**config.mk**
```make
export PLATFORM = sky130hd
export DESIGN_NAME = spec_rob
export DESIGN_NICKNAME = d
export VERILOG_FILES = /design/src/rtl/rob_pkg.sv /design/src/rtl/rob_ptr_ctrl.sv /design/src/rtl/rob_reg_status.sv /design/src/rtl/rob_src_lookup.sv /design/src/rtl/spec_rob.sv
export SDC_FILE = /design/constraint.sdc
export NUM_CORES = 2
export LEC_CHECK = 0
export ABC_AREA = 1
export BUFFER_PORTS_ARGS = -buffer_cell sky130_fd_sc_hd__buf_2
export CAP_MARGIN = 15
export CORE_UTILIZATION = 38
export DETAILED_ROUTE_END_ITERATION = 8
export GPL_TIMING_DRIVEN = 0
export HOLD_SLACK_MARGIN = 0.06
export MAX_ROUTING_LAYER = met4
export PLACE_DENSITY = 0.59
export SLEW_MARGIN = 40
export SYNTH_ARGS = -nofsm -noshare
export SYNTH_HDL_FRONTEND = slang
export SYNTH_SLANG_ARGS = --single-unit
```
**constraint.sdc**
```tcl
create_clock -name clk -period 9.2 [get_ports clk]
set_input_delay 1.84 -clock clk [delete_from_list [all_inputs] [get_ports clk]]
set_output_delay 1.84 -clock clk [all_outputs]
set_load 0.02 [all_outputs]
```
**src/rtl/rob_pkg.sv**
```systemverilog
package rob_pkg;

    typedef enum logic [1:0] {
        K_ALU    = 2'd0,
        K_LOAD   = 2'd1,
        K_STORE  = 2'd2,
        K_BRANCH = 2'd3
    } op_kind_e;

    function automatic logic kind_writes_reg(op_kind_e k);
        return (k == K_ALU) || (k == K_LOAD);
    endfunction

endpackage

```
**src/rtl/rob_ptr_ctrl.sv**
```systemverilog
module rob_ptr_ctrl #(
    parameter int DEPTH = 8,
    localparam int IDX_W = $clog2(DEPTH),
    localparam int PTR_W = IDX_W + 1
) (
    input  logic             clk,
    input  logic             rst_n,
    input  logic             do_alloc,
    input  logic             do_retire,
    input  logic             do_flush,
    output logic [IDX_W-1:0] head_idx,
    output logic [IDX_W-1:0] tail_idx,
    output logic             is_full,
    output logic             is_empty
);
    typedef struct packed {
        logic [PTR_W-1:0] head;
        logic [PTR_W-1:0] tail;
    } ptr_s;

    ptr_s st_d, st_q;

    always_comb begin
        st_d = st_q;
        if (do_flush) begin
            st_d.head = '0;
            st_d.tail = '0;
        end else begin
            if (do_retire) st_d.head = st_q.head + PTR_W'(1);
            if (do_alloc)  st_d.tail = st_q.tail + PTR_W'(1);
        end
    end

    always_ff @(posedge clk or negedge rst_n) begin
        if (!rst_n) st_q <= '0;
        else        st_q <= st_d;
    end

    assign head_idx = st_q.head[IDX_W-1:0];
    assign tail_idx = st_q.tail[IDX_W-1:0];
    assign is_empty = (st_q.head == st_q.tail);
    assign is_full  = (st_q.head[IDX_W] != st_q.tail[IDX_W]) &&
                      (st_q.head[IDX_W-1:0] == st_q.tail[IDX_W-1:0]);

endmodule

```
**src/rtl/rob_reg_status.sv**
```systemverilog
module rob_reg_status #(
    parameter int DEPTH = 8,
    parameter int AREGS = 16,
    localparam int IDX_W = $clog2(DEPTH),
    localparam int AREG_W = $clog2(AREGS)
) (
    input  logic                         clk,
    input  logic                         rst_n,
    input  logic                         set_we,
    input  logic [AREG_W-1:0]            set_reg,
    input  logic [IDX_W-1:0]             set_tag,
    input  logic                         clr_we,
    input  logic [AREG_W-1:0]            clr_reg,
    input  logic [IDX_W-1:0]             clr_tag,
    input  logic                         wipe,
    output logic [AREGS-1:0]             busy,
    output logic [AREGS-1:0][IDX_W-1:0]  owner
);
    typedef struct packed {
        logic [AREGS-1:0]            busy;
        logic [AREGS-1:0][IDX_W-1:0] owner;
    } stat_s;

    stat_s st_d, st_q;

    always_comb begin
        st_d = st_q;
        if (wipe) begin
            st_d.busy = '0;
        end else begin
            // release only if the retiring slot is still the newest writer
            if (clr_we && st_q.busy[clr_reg] && (st_q.owner[clr_reg] == clr_tag))
                st_d.busy[clr_reg] = 1'b0;
            // a new writer in the same cycle wins over the release
            if (set_we) begin
                st_d.busy[set_reg]  = 1'b1;
                st_d.owner[set_reg] = set_tag;
            end
        end
    end

    always_ff @(posedge clk or negedge rst_n) begin
        if (!rst_n) st_q <= '0;
        else        st_q <= st_d;
    end

    assign busy  = st_q.busy;
    assign owner = st_q.owner;

endmodule

```
**src/rtl/rob_src_lookup.sv**
```systemverilog
module rob_src_lookup #(
    parameter int DEPTH = 8,
    parameter int AREGS = 16,
    parameter int DATA_W = 32,
    localparam int IDX_W = $clog2(DEPTH),
    localparam int AREG_W = $clog2(AREGS)
) (
    input  logic [AREG_W-1:0]            src_reg,
    input  logic [AREGS-1:0]             busy,
    input  logic [AREGS-1:0][IDX_W-1:0]  owner,
    input  logic [DEPTH-1:0]             slot_done,
    input  logic [DEPTH-1:0][DATA_W-1:0] slot_value,
    output logic                         from_rob,
    output logic                         ready,
    output logic [IDX_W-1:0]             tag,
    output logic [DATA_W-1:0]            value
);
    always_comb begin
        from_rob = busy[src_reg];
        tag      = owner[src_reg];
        ready    = !from_rob || slot_done[tag];
        value    = from_rob ? slot_value[tag] : '0;
    end

endmodule

```
**src/rtl/spec_rob.sv**
```systemverilog
module spec_rob
    import rob_pkg::*;
#(
    parameter int DEPTH  = 8,
    parameter int DATA_W = 32,
    parameter int ADDR_W = 32,
    parameter int AREGS  = 16,
    parameter int EXC_W  = 4,
    parameter int NUM_RD = 2,
    localparam int IDX_W  = $clog2(DEPTH),
    localparam int AREG_W = $clog2(AREGS)
) (
    input  logic                          clk,
    input  logic                          rst_n,
    input  logic                          iss_valid,
    input  logic                          iss_rs_free,
    input  logic [1:0]                    iss_kind,
    input  logic [AREG_W-1:0]             iss_dest,
    input  logic [ADDR_W-1:0]             iss_pc,
    output logic                          iss_ready,
    output logic [IDX_W-1:0]              iss_tag,
    input  logic                          rb_valid,
    input  logic [IDX_W-1:0]              rb_tag,
    input  logic [DATA_W-1:0]             rb_value,
    input  logic [ADDR_W-1:0]             rb_aux,
    input  logic                          rb_mispredict,
    input  logic [EXC_W-1:0]              rb_exc,
    input  logic [NUM_RD-1:0][AREG_W-1:0] op_reg,
    output logic [NUM_RD-1:0]             op_from_rob,
    output logic [NUM_RD-1:0]             op_ready,
    output logic [NUM_RD-1:0][IDX_W-1:0]  op_tag,
    output logic [NUM_RD-1:0][DATA_W-1:0] op_value,
    output logic                          rf_we,
    output logic [AREG_W-1:0]             rf_waddr,
    output logic [DATA_W-1:0]             rf_wdata,
    output logic                          st_valid,
    output logic [ADDR_W-1:0]             st_addr,
    output logic [DATA_W-1:0]             st_data,
    output logic                          flush,
    output logic                          redirect_valid,
    output logic [ADDR_W-1:0]             redirect_pc,
    output logic                          exc_valid,
    output logic [EXC_W-1:0]              exc_code,
    output logic [ADDR_W-1:0]             exc_pc
);
    typedef struct packed {
        logic              valid;
        logic              done;
        op_kind_e          kind;
        logic [AREG_W-1:0] dest;
        logic [ADDR_W-1:0] pc;
        logic [DATA_W-1:0] value;
        logic [ADDR_W-1:0] aux;
        logic              mispred;
        logic [EXC_W-1:0]  exc;
    } slot_t;

    typedef struct packed {
        slot_t [DEPTH-1:0] slots;
    } state_s;

    state_s st_d, st_q;

    logic [IDX_W-1:0] head_idx, tail_idx;
    logic             buf_full, buf_empty;
    logic             do_alloc, do_retire, do_flush;
    logic             take_exc, take_redirect;
    slot_t            hd;
    op_kind_e         new_kind;

    logic [AREGS-1:0]             reg_busy;
    logic [AREGS-1:0][IDX_W-1:0]  reg_owner;
    logic [DEPTH-1:0]             slot_done;
    logic [DEPTH-1:0][DATA_W-1:0] slot_value;

    assign hd       = st_q.slots[head_idx];
    assign new_kind = op_kind_e'(iss_kind);

    // retirement decision at the oldest slot
    always_comb begin
        take_exc      = !buf_empty && hd.valid && hd.done && (hd.exc != '0);
        take_redirect = !buf_empty && hd.valid && hd.done && (hd.exc == '0) &&
                        (hd.kind == K_BRANCH) && hd.mispred;
        do_flush      = take_exc || take_redirect;
        do_retire     = !buf_empty && hd.valid && hd.done && !take_exc;
    end

    assign iss_ready = iss_rs_free && !buf_full && !do_flush;
    assign do_alloc  = iss_valid && iss_ready;
    assign iss_tag   = tail_idx;

    always_comb begin
        st_d = st_q;
        if (do_flush) begin
            for (int i = 0; i < DEPTH; i++) begin
                st_d.slots[i].valid = 1'b0;
                st_d.slots[i].done  = 1'b0;
            end
        end else begin
            if (rb_valid && st_q.slots[rb_tag].valid) begin
                st_d.slots[rb_tag].done    = 1'b1;
                st_d.slots[rb_tag].value   = rb_value;
                st_d.slots[rb_tag].aux     = rb_aux;
                st_d.slots[rb_tag].mispred = rb_mispredict;
                st_d.slots[rb_tag].exc     = rb_exc;
            end
            if (do_retire) begin
                st_d.slots[head_idx].valid = 1'b0;
                st_d.slots[head_idx].done  = 1'b0;
            end
            if (do_alloc) begin
                st_d.slots[tail_idx].valid   = 1'b1;
                st_d.slots[tail_idx].done    = 1'b0;
                st_d.slots[tail_idx].kind    = new_kind;
                st_d.slots[tail_idx].dest    = iss_dest;
                st_d.slots[tail_idx].pc      = iss_pc;
                st_d.slots[tail_idx].mispred = 1'b0;
                st_d.slots[tail_idx].exc     = '0;
            end
        end
    end

    always_ff @(posedge clk or negedge rst_n) begin
        if (!rst_n) st_q <= '0;
        else        st_q <= st_d;
    end

    // retirement outputs
    assign rf_we          = do_retire && kind_writes_reg(hd.kind);
    assign rf_waddr       = hd.dest;
    assign rf_wdata       = hd.value;
    assign st_valid       = do_retire && (hd.kind == K_STORE);
    assign st_addr        = hd.aux;
    assign st_data        = hd.value;
    assign flush          = do_flush;
    assign redirect_valid = take_redirect;
    assign redirect_pc    = hd.aux;
    assign exc_valid      = take_exc;
    assign exc_code       = hd.exc;
    assign exc_pc         = hd.pc;

    rob_ptr_ctrl #(.DEPTH(DEPTH)) u_ptr (
        .clk       (clk),
        .rst_n     (rst_n),
        .do_alloc  (do_alloc),
        .do_retire (do_retire),
        .do_flush  (do_flush),
        .head_idx  (head_idx),
        .tail_idx  (tail_idx),
        .is_full   (buf_full),
        .is_empty  (buf_empty)
    );

    rob_reg_status #(.DEPTH(DEPTH), .AREGS(AREGS)) u_stat (
        .clk     (clk),
        .rst_n   (rst_n),
        .set_we  (do_alloc && kind_writes_reg(new_kind)),
        .set_reg (iss_dest),
        .set_tag (tail_idx),
        .clr_we  (rf_we),
        .clr_reg (hd.dest),
        .clr_tag (head_idx),
        .wipe    (do_flush),
        .busy    (reg_busy),
        .owner   (reg_owner)
    );

    always_comb begin
        for (int i = 0; i < DEPTH; i++) begin
            slot_done[i]  = st_q.slots[i].valid && st_q.slots[i].done;
            slot_value[i] = st_q.slots[i].value;
        end
    end

    for (genvar p = 0; p < NUM_RD; p++) begin : g_rd
        rob_src_lookup #(.DEPTH(DEPTH), .AREGS(AREGS), .DATA_W(DATA_W)) u_lk (
            .src_reg    (op_reg[p]),
            .busy       (reg_busy),
            .owner      (reg_owner),
            .slot_done  (slot_done),
            .slot_value (slot_value),
            .from_rob   (op_from_rob[p]),
            .ready      (op_ready[p]),
            .tag        (op_tag[p]),
            .value      (op_value[p])
        );
    end

endmodule

```
==> flow_summary_export.csv <==
group,metric,value,unit
power_and_ir_drop,swShare,47.4,%
min_path,worstHoldStart,"st_q[841]$_DFFE_PN0P_",
final_layout,regArea,23600,um^2
detailed_routing,routedWlPerCell,31.6,um
synthesis,syn_area,47800,um^2
sta,setup_ws,0.951,ns
synthesis,avgSynthCellArea,7.83,um^2
final_layout,fillers,12800,
final_layout,syn2layout_area_growth,17.2,%
final_layout,final_cell_mix,"1,812 x nand2_1, 1,121 x o21ai_0, 944 x dfrtp_1, 510 x buf_2, 450 x inv_1",
final_layout,finish.utilization,45.1,%
clock_network,cts_buffers,104,
sta,tightest_slew,1.03,ns
synthesis,syn_nets,6228,
sta,max_clock_freq,121,MHz
final_layout,drive_gt1_share,15.2,%
global_routing,grt_usage,42.0,%
worst_setup_path,crit_arrival,6.41,ns
sta,fin_setup_tns,0,ns
final_layout,multiInputGateArea,19800,um^2
power_and_ir_drop,power_density,380,nW/um^2
detailed_routing,drtIter0Drc,7321,
detailed_routing,vias_per_cell,6.02,
synthesis,yosysUniqueCellTypes,42,
power_and_ir_drop,internal_power,0.0112,W
global_routing,grt_pass1_vias,46200,
placed_design,dpl_cell_area,52500,um^2
clock_network,h-tree-depth,3,
worst_setup_path,startpoint,"op_reg[0]",
power_and_ir_drop,p_clk_share,19.8,%
worst_setup_path,worstPathRequired,7.36,ns
sta,period_share,89.7,%
placed_design,hpwl,184000,um
power_and_ir_drop,ir_drop,0.302,mV
global_routing,antenna_found_initial,25,
floorplan,initial_core_util,38.5,%
worst_setup_path,worst-setup-path-type,"in -> out",
clock_network,path_clk_slew,0.06,ns
sta,max_slew_margin,31.2,%
outcome,status,"finished, final reports clean",
sta,rsz0062_at_grt,"no",
clock_network,cts-resized-gates,0,
clock_network,cts.sinks,944,
worst_setup_path,path_depth,14,
power_and_ir_drop,power_frac_seq,34.0,%
synthesis,ys_warn_count,0,
detailed_routing,vias,50100,
power_and_ir_drop,p_leak,27.2,nW
sta,drv_slew,0,
final_layout,final_nets,6706,
final_layout,stdcell_area,56000,um^2
worst_setup_path,critical-path-slowest-cell,"o21ai_0",
clock_network,cts_setup_buffers,0,
clock_network,cts_root_buffer,"clkbuf_16",
synthesis,ys_ff_latch,944,
worst_setup_path,reg2reg_from,"u_ptr.head_idx[1]$_DFFE_PN0P_",
clock_network,cts_buffer_depth,3,
worst_setup_path,critPathBufInv,6,
sta,final.min_clock_period,8.25,ns
worst_setup_path,crit_path_end_kind,"output port",
clock_network,cts_tree,"built",
floorplan,die_h,357,um
detailed_routing,drc,0,
worst_setup_path,cpPeakStageDelay,0.82,ns
floorplan,ios,374,
synthesis,synth.yosys.seq_area_share,49.4,%
placed_design,globalplace.congestion,1.06,
detailed_routing,drtAntennaViolNets,0,
min_path,hold_depth,2,
placed_design,io_buffers,339,
synthesis,syn_inst,6103,
min_path,hold_class,"reg -> reg",
global_routing,grt_max_degree,103,
detailed_routing,drt_pass1_iterations,8,
sta,clock_skew,0.0469,ns
run,maxCapViolCount,0,
worst_setup_path,crit_family,"buffers and inverters",
placed_design,pre_cts_slack,1.16,ns
synthesis,synth_top_area_share,49.4,%
floorplan,row_count,129,
global_routing,grt_overflow,0,
clock_network,clk_latency,0.76,ns
floorplan,core_area,124000,um^2
worst_setup_path,path_cells,"clkbuf_1, buf_2, buf_1, nand2_1, o211ai_1, nand3_1, nand3_1, nand2_1, inv_1, clkbuf_2, o21ai_0, o21ai_0, nor2_1, buf_2",
worst_setup_path,r2r_cells,15,
floorplan,die_w,357,um
synthesis,synthTopCellsByArea,"dfrtp_1 49%, nand2_1 14%, o21ai_0 12%",
power_and_ir_drop,power.switching,0.0101,W
global_routing,grt_pass1_wl,363000,um
sta,hold_viol,0,
worst_setup_path,critical_path.max_fanout,10,
worst_setup_path,startpoint_type,"input port",
synthesis,synth_top_cell_by_area,"dfrtp_1",
power_and_ir_drop,p_comb_share,46.2,%
clock_network,hold_buffers,0,
sta,final-setup-viol-count,0,
final_layout,layout_commonest_cell,"nand2_1",
detailed_routing,drt_wl_total,263000,um
floorplan,dieArea,127000,um^2
## path summary, 6_finish.rpt
check / endpoint / slack, ns
max: op_value[26] / 0.95
min: st_q[841]$_DFFE_PN0P_ / 0.48
max reg2reg: slot_value[177]$_DFFE_PN0P_ / 4.59
min reg2reg: st_q[841]$_DFFE_PN0P_ / 0.48
max in group asynchronous: slot_value[137]$_DFFE_PN0P_ / 5.19
min in group asynchronous: st_q[545]$_DFFE_PN0P_ / 1.03
## power by group through the flow
stage | registers, W | logic [W] | clock network [W]
after floorplan | 0.00678 | 0.00568 | 0
after global placement | 0.00720 | 0.00926 | 0
after detailed placement | 0.00721 | 0.00950 | 0
after CTS | 0.00716 | 0.00953 | 0.00422
after global routing | 0.00739 | 0.0104 | 0.00438
final | 0.00724 | 0.00982 | 0.00421
## routing by layer
metal / track usage, % / wire [um]
met1: 54.6 / 105000
met4: 20.9 / 16000
met3: 12.6 / 31200
met2: 58.9 / 111000
met5: - / 0
## synthesized netlist by cell type, drive strengths merged
| cell type | n |
|---|---|
| ha | 2 |
| nand3 | 130 |
| o21ai | 1159 |
| a21oi | 258 |
| a22o | 29 |
| or2 | 2 |
| nand2 | 1826 |
| clkinv | 1 |
| clkbuf | 265 |
| dfrtp | 944 |
| o221ai | 4 |
| xor2 | 3 |
| o22ai | 58 |
| o2111ai | 40 |
| o41ai | 1 |
| inv | 470 |
| buf | 266 |
| or4 | 2 |
| o2bb2ai | 7 |
| a221oi | 95 |
| nand4 | 53 |
| a22oi | 92 |
| nor2 | 254 |
| xnor2 | 2 |
| nor3 | 11 |
| a311oi | 32 |
| o211ai | 97 |
## layout make-up
class                      instances  share of cell area (%)
antenna                           23                   0.103
multi-input combinational       4157                    35.4
timing repair buffer             372                    4.50
clock buffer                     153                    5.46
clock inverter                    33                   0.552
tap                             1637                    3.66
buffer                           531                    4.95
sequential                       944                    42.2
inverter                         471                    3.16
## flip-flops by register name, summed over array words and instances (netlist names)
signal          count
u_ptr.tail_idx      3
st_q              616
u_ptr.st_q          2
u_ptr.head_idx      3
slot_value        256
u_stat.owner       48
u_stat.busy        16
## cell families (layout without fill, tap and decap cells)
group,Yosys count,after routing,synth area share [%]
flops,944,944,49.4
compound gates,1872,1872,22.4
simple gates,2278,2278,18.9
xor+xnor,5,5,0.0917
fa+ha+maj,2,2,0.0524
other cells,0,23,0
buf+inv,1002,1560,9.08
## tightest hold or removal path: cells and delay by family, from the launching register on
family | cells | cell delay [ns]
flip-flops | 1 | 0.34
AND/OR/NAND/NOR | 2 | 0.11
## metrics by stage
stage	std cells	total power (W)	hold WS [ns]
floorplan	6103	0.0125	0.442
global placement	8079	0.0165	0.455
detailed placement	8111	0.0167	0.458
CTS	8297	0.0209	0.474
global route	8315	0.0222	0.488
finish	8321	0.0213	0.475
Power figures use the tool's default switching activity.
